<file path="src/rtl/bulkEraseCtlPkg.sv">
package bulkEraseCtlPkg;
  typedef enum logic [1:0] {PH_IDLE, PH_ISSUE, PH_WAIT} phase_e;
  typedef enum logic [1:0] {ST_CHECK, ST_WREN, ST_ERASE, ST_POLL} step_e;
  typedef struct packed {
    logic  issue;
    step_e step;
    logic  flagIllegal;
  } dpStrobe_t;
endpackage

</file>
<file path="src/rtl/eraseSeqCtrl.sv">
module eraseSeqCtrl
  import bulkEraseCtlPkg::*;
(
  input  logic      clk,
  input  logic      rst,
  input  logic      writeEn,
  input  logic      eraseReq,
  input  logic      illegalActive,
  input  logic      cmdDone,
  input  logic      protHit,
  input  logic      wipSet,
  output dpStrobe_t strobe,
  output logic      busy
);
  phase_e phase;
  step_e  step;
  logic   acceptReq;

  assign acceptReq = (phase == PH_IDLE) && writeEn && eraseReq && !illegalActive;

  always_ff @(posedge clk) begin
    if (rst) begin
      phase <= PH_IDLE;
      step  <= ST_CHECK;
    end else begin
      case (phase)
        PH_IDLE: begin
          if (acceptReq) begin
            phase <= PH_ISSUE;
            step  <= ST_CHECK;
          end
        end
        PH_ISSUE: phase <= PH_WAIT;
        PH_WAIT: begin
          if (cmdDone) begin
            case (step)
              ST_CHECK: begin
                if (protHit) phase <= PH_IDLE;
                else begin
                  step  <= ST_WREN;
                  phase <= PH_ISSUE;
                end
              end
              ST_WREN: begin
                step  <= ST_ERASE;
                phase <= PH_ISSUE;
              end
              ST_ERASE: begin
                step  <= ST_POLL;
                phase <= PH_ISSUE;
              end
              default: phase <= wipSet ? PH_ISSUE : PH_IDLE;
            endcase
          end
        end
        default: phase <= PH_IDLE;
      endcase
    end
  end

  always_comb begin
    strobe.issue       = (phase == PH_ISSUE);
    strobe.step        = step;
    strobe.flagIllegal = (phase == PH_WAIT) && cmdDone && (step == ST_CHECK) && protHit;
    busy               = (phase != PH_IDLE);
  end

  // a qualified request raises busy one cycle later
  p_accept_r1: assert property (@(posedge clk) disable iff (rst)
    (!busy && writeEn && eraseReq && !illegalActive) |=> busy);
  // without write-enable an idle block stays idle
  p_ignore_r2: assert property (@(posedge clk) disable iff (rst)
    (!busy && !writeEn) |=> !busy);
  // a refused erase ends the busy period
  p_refuse_idle_r5: assert property (@(posedge clk) disable iff (rst)
    strobe.flagIllegal |=> !busy);
  // busy and the illegal pulse never overlap
  p_illegal_idle_r7: assert property (@(posedge clk) disable iff (rst)
    illegalActive |-> !busy);
endmodule

</file>
<file path="src/rtl/eraseSeqDatapath.sv">
module eraseSeqDatapath
  import bulkEraseCtlPkg::*;
#(
  parameter int              OP_W      = 8,
  parameter int              STAT_W    = 8,
  parameter logic [STAT_W-1:0] PROT_MASK = 8'h1C,
  parameter int              WIP_BIT   = 0,
  parameter logic [OP_W-1:0] OP_RDSR   = 8'h05,
  parameter logic [OP_W-1:0] OP_WREN   = 8'h06,
  parameter logic [OP_W-1:0] OP_CE     = 8'hC7,
  parameter int              PULSE_LEN = 2
) (
  input  logic              clk,
  input  logic              rst,
  input  dpStrobe_t         strobe,
  input  logic [STAT_W-1:0] cmdRdData,
  output logic              cmdStart,
  output logic [OP_W-1:0]   cmdOpcode,
  output logic              cmdRead,
  output logic              protHit,
  output logic              wipSet,
  output logic              illegalActive,
  output logic              illegalErase
);
  localparam int CNT_W = $clog2(PULSE_LEN + 1);

  logic [CNT_W-1:0] pulseCnt;

  always_comb begin
    case (strobe.step)
      ST_WREN:  cmdOpcode = OP_WREN;
      ST_ERASE: cmdOpcode = OP_CE;
      default:  cmdOpcode = OP_RDSR;
    endcase
  end

  assign cmdRead  = (strobe.step == ST_CHECK) || (strobe.step == ST_POLL);
  assign cmdStart = strobe.issue;
  assign protHit  = |(cmdRdData & PROT_MASK);
  assign wipSet   = cmdRdData[WIP_BIT];

  always_ff @(posedge clk) begin
    if (rst) pulseCnt <= '0;
    else if (strobe.flagIllegal) pulseCnt <= CNT_W'(PULSE_LEN);
    else if (pulseCnt != '0) pulseCnt <= pulseCnt - 1'b1;
  end

  assign illegalActive = (pulseCnt != '0);
  assign illegalErase  = illegalActive;

  // each command start is a single-cycle strobe
  p_start_single_r3: assert property (@(posedge clk) disable iff (rst)
    cmdStart |=> !cmdStart);
  // the illegal pulse lasts longer than one cycle
  p_pulse_hold_r5: assert property (@(posedge clk) disable iff (rst)
    $rose(illegalErase) |=> illegalErase);
  // no command is launched while the refusal is being reported
  p_no_cmd_in_pulse_r5: assert property (@(posedge clk) disable iff (rst)
    illegalErase |-> !cmdStart);
endmodule

</file>
<file path="src/rtl/spiBulkEraseCtl.sv">
module spiBulkEraseCtl
  import bulkEraseCtlPkg::*;
#(
  parameter int OP_W   = 8,
  parameter int STAT_W = 8
) (
  input  logic              clk,
  input  logic              rst,
  input  logic              writeEn,
  input  logic              eraseReq,
  output logic              busy,
  output logic              illegalErase,
  output logic              cmdStart,
  output logic [OP_W-1:0]   cmdOpcode,
  output logic              cmdRead,
  input  logic              cmdDone,
  input  logic [STAT_W-1:0] cmdRdData
);
  dpStrobe_t strobe;
  logic      protHit;
  logic      wipSet;
  logic      illegalActive;

  eraseSeqCtrl uCtrl (
    .clk(clk), .rst(rst), .writeEn(writeEn), .eraseReq(eraseReq),
    .illegalActive(illegalActive), .cmdDone(cmdDone), .protHit(protHit),
    .wipSet(wipSet), .strobe(strobe), .busy(busy)
  );

  eraseSeqDatapath #(.OP_W(OP_W), .STAT_W(STAT_W)) uDp (
    .clk(clk), .rst(rst), .strobe(strobe), .cmdRdData(cmdRdData),
    .cmdStart(cmdStart), .cmdOpcode(cmdOpcode), .cmdRead(cmdRead),
    .protHit(protHit), .wipSet(wipSet), .illegalActive(illegalActive),
    .illegalErase(illegalErase)
  );

  // busy only falls when a command has just completed (or on reset)
  p_busy_fall_r4: assert property (@(posedge clk) disable iff (rst)
    (busy && !cmdDone) |=> busy);
endmodule

</file>
<file path="config.mk">
export PLATFORM = sky130hd
export DESIGN_NAME = spiBulkEraseCtl
export DESIGN_NICKNAME = d
export VERILOG_FILES = /design/src/rtl/bulkEraseCtlPkg.sv /design/src/rtl/eraseSeqCtrl.sv /design/src/rtl/eraseSeqDatapath.sv /design/src/rtl/spiBulkEraseCtl.sv
export SDC_FILE = /design/constraint.sdc
export NUM_CORES = 1
export LEC_CHECK = 0
export ABC_AREA = 1
export BUFFER_PORTS_ARGS = -buffer_cell sky130_fd_sc_hd__buf_2
export CAP_MARGIN = 20
export CORE_AREA = 2 2 39 41
export CTS_CLUSTER_SIZE = 40
export DETAILED_ROUTE_END_ITERATION = 10
export DIE_AREA = 0 0 41 43
export PLACE_DENSITY = 0.65
export SLEW_MARGIN = 10
export SYNTH_ARGS = -nofsm -noshare
export SYNTH_HDL_FRONTEND = slang
export SYNTH_SLANG_ARGS = --single-unit
</file>
<file path="constraint.sdc">
create_clock -name clk -period 1.3 [get_ports clk]
set_input_delay 0.325 -clock clk [delete_from_list [all_inputs] [get_ports clk]]
set_output_delay 0.325 -clock clk [all_outputs]
set_load 0.005 [all_outputs]
</file>
==> summary.txt <==
Setup path
  • Critical path arrival: 1.05 ns
  • Worst-path cell chain: inv_2 -> ha_4 -> inv_2 -> buf_2
  • Delay of the slowest critical-path stage: 0.33 ns
  • Crit Path Class: flop to output port
  • Crit-path max FO: 3
  • Delay-heaviest family, CP: flip-flops
  • Worst setup EP type: output port
  • CP required: 0.98 ns
  • Worst Setup Start Kind: flop
  • Buffers plus inverters on the worst setup path: 3
  • Critical Path Most Common Cell: inv_2
  • Critical path's slowest cell: dfxtp_2

CTS
  • CTS root buf: clkbuf_4
  • Clock Latency Late Sink: 0.24 ns
  • CTS HTree Levels: 1
  • CTS clk-pin slew, worst paths: 0.05 ns
  • Num CTS Buffers: 3
  • CTS tree: done
  • Clock Path Buffers: 2
  • Hold buffer count at CTS: 0
  • # clock sinks: 6

Synth
  • Top post-synthesis cells by area: dfxtp_1, ha_1, inv_1
  • Sequential-to-total area share from yosys stat: 27.2%
  • Syn Inst Count: 68
  • Yosys warning count: 0
  • Yosys top cell area share: 27.2%
  • Top cell type by total area after synthesis: dfxtp_1
  • Synth Area per Inst: 6.50 sq um
  • Yosys cell types: 17
  • Post-synthesis register bit count: 6
  • Mapped Area: 442 sq um

Routing
  • Via count: 441
  • WL/cell: 8.62 um
  • DRC errors left: 0
  • Vias per cell: 4.16
  • ANT nets after route: 0
  • Routed WL: 914 um
  • TritonRoute pass-1 iters: 2
  • DR iter-0 viols: 2

Cells and area
  • Area of the multi-input gates: 256 sq um
  • Most common cell after layout, fill and taps aside: buf_2
  • Area grow syn2layout: 35.7%
  • Layout cell share with drive strength beyond 1: 44.4%
  • Fin area: 599 sq um
  • Most frequent cells in the layout: buf_2, nand2_1, nor2_1
  • N_diodes: 0
  • Register area: 123 sq um
  • Nets: 109
  • Fill count: 157

Place
  • Count of input and output buffers: 16
  • DP Area: 539 sq um
  • DP HPWL: 753 um
  • GPL Wtd Cong: 0.771

Die
  • Die X: 41 um
  • Initial core utilization: 31.9%
  • Die area: 0.00176 sq mm
  • Core Box Area: 0.00138 sq mm
  • Row cnt: 14
  • Die Height: 43 um
  • I/O pin count: 25

Outcome
  • Failing checks: negative setup slack
  • Status: complete, but fails checks

STA
  • Max-slew violations: 0
  • Final hold vios: 0
  • Worst Slack Setup Final: -0.0783 ns
  • Unrepaired setup endpoints after global routing: yes
  • Final period util: 106%
  • F_max: 726 MHz
  • Tmin final: 1.38 ns
  • Endpoints failing setup: 5
  • Clock Skews: 0.00468 ns

Global routing
  • First-pass GRT wire length: 1520 um
  • Vias in the first global route: 407
  • Global-route usage over all layers: 13.0%
  • Pin count of the biggest net entering global routing: 6
  • Initial antenna violation count: 0
  • Remaining global-route overflow: 0

Pwr
  • Power Total: 586 uW
  • Peak supply drop: 0.524 mV
  • Pleak: 0.000340 uW
  • Power Density: 978 mW/mm^2

Min path
  • Hold Crit Class: input port to flop

Run
  • Maxcap violations: 0
-- path summary, 6_finish.rpt --
check / from / to / slack [ns] / depth (start not counted)
hold / removal: rst / uDp.pulseCnt[1]$_SDFFE_PP0P_ / 0.26 / 2
setup / recovery: uCtrl.step[1]$_SDFFE_PP0P_ / cmdRead / -0.08 / 4
setup reg to reg: uCtrl.step[1]$_SDFFE_PP0P_ / uCtrl.step[0]$_SDFFE_PP0P_ / -0.01 / 10
hold reg to reg: uDp.pulseCnt[1]$_SDFFE_PP0P_ / uDp.pulseCnt[1]$_SDFFE_PP0P_ / 0.47 / 2
-- stage by stage --
stage / std cells / utilization [%] / setup WS (ns) / setup TNS (ns) / hold WS, ns
after global routing: 106 / 43.3 / -0.126 / -0.642 / 0.240
after floorplan: 70 / - / 0.0416 / 0 / 0.394
final: 106 / 43.3 / -0.0783 / -0.181 / 0.258
after detailed placement: 99 / 39.0 / -0.0128 / -0.0213 / 0.466
after global placement: 99 / 39.0 / 0.0263 / 0 / 0.453
after CTS: 104 / 41.9 / -0.0865 / -0.276 / 0.245
-- layer usage --
| metal | GRT usage, % | vias up | wire (um) | part of all wire (%) |
|---|---|---|---|---|
| met5 | 0 | - | 0 | 0 |
| met4 | 8.00 | 0 | 0 | 0 |
| met3 | 3.14 | 0 | 38 | 4.2 |
| met2 | 21.3 | 8 | 498 | 54 |
| met1 | 13.9 | 192 | 377 | 41 |
| li1 | - | 241 | - | - |
-- worst register-to-register path, stage by stage, from the launching register on --
cell     delay, ns
dfxtp_2       0.33
inv_2         0.05
ha_4          0.28
inv_2         0.04
nor2_1        0.08
nor2_1        0.05
nand2_1       0.09
inv_1         0.06
nor2_2        0.13
nor2_1        0.05
nor2_1        0.08
-- cells by family (layout without fill, tap and decap cells) --
family	after synthesis	after routing	share of synthesized area, %
other	2	4	1.70
AND/OR/NAND/NOR	32	32	32.3
flip-flops	6	6	27.2
buffers and inverters	19	39	20.4
adder cells (fa/ha/maj)	4	4	11.3
AO/OA/AOI/OAI	5	5	7.08
-- flip-flops by register name (all words and copies together) (netlist names) --
signal	cells
uDp.pulseCnt	2
uCtrl.step	2
uCtrl.phase	2
-- where the power goes --
part,internal (uW),switching (uW)
registers,198,8.40
logic,106,102
clock network,104,67.4
total,408,178
-- cell usage after synthesis (all sizes together) --
cell,count
buf,5
dfxtp,6
conb,2
inv,14
o21ai,1
o21a,2
ha,4
nor3,1
nand4,3
nand3,3
nor2,12
nand2,13
a21oi,2
-- repair_timing --
item / 4_1_cts / 5_1_grt
resized for setup: 4 / 3
endpoints found under the setup margin: 7 / 7
buffers inserted: 2 / 2
pin swaps: 1 / 4
-- area by class of cell --
class	instances	share of cell area, %
multi-input combinational	45	42.8
sequential	6	20.5
clock buffer	3	3.76
inverter	14	8.77
tap	16	3.34
timing repair buffer	22	20.9
Power figures use the tool's default switching activity.
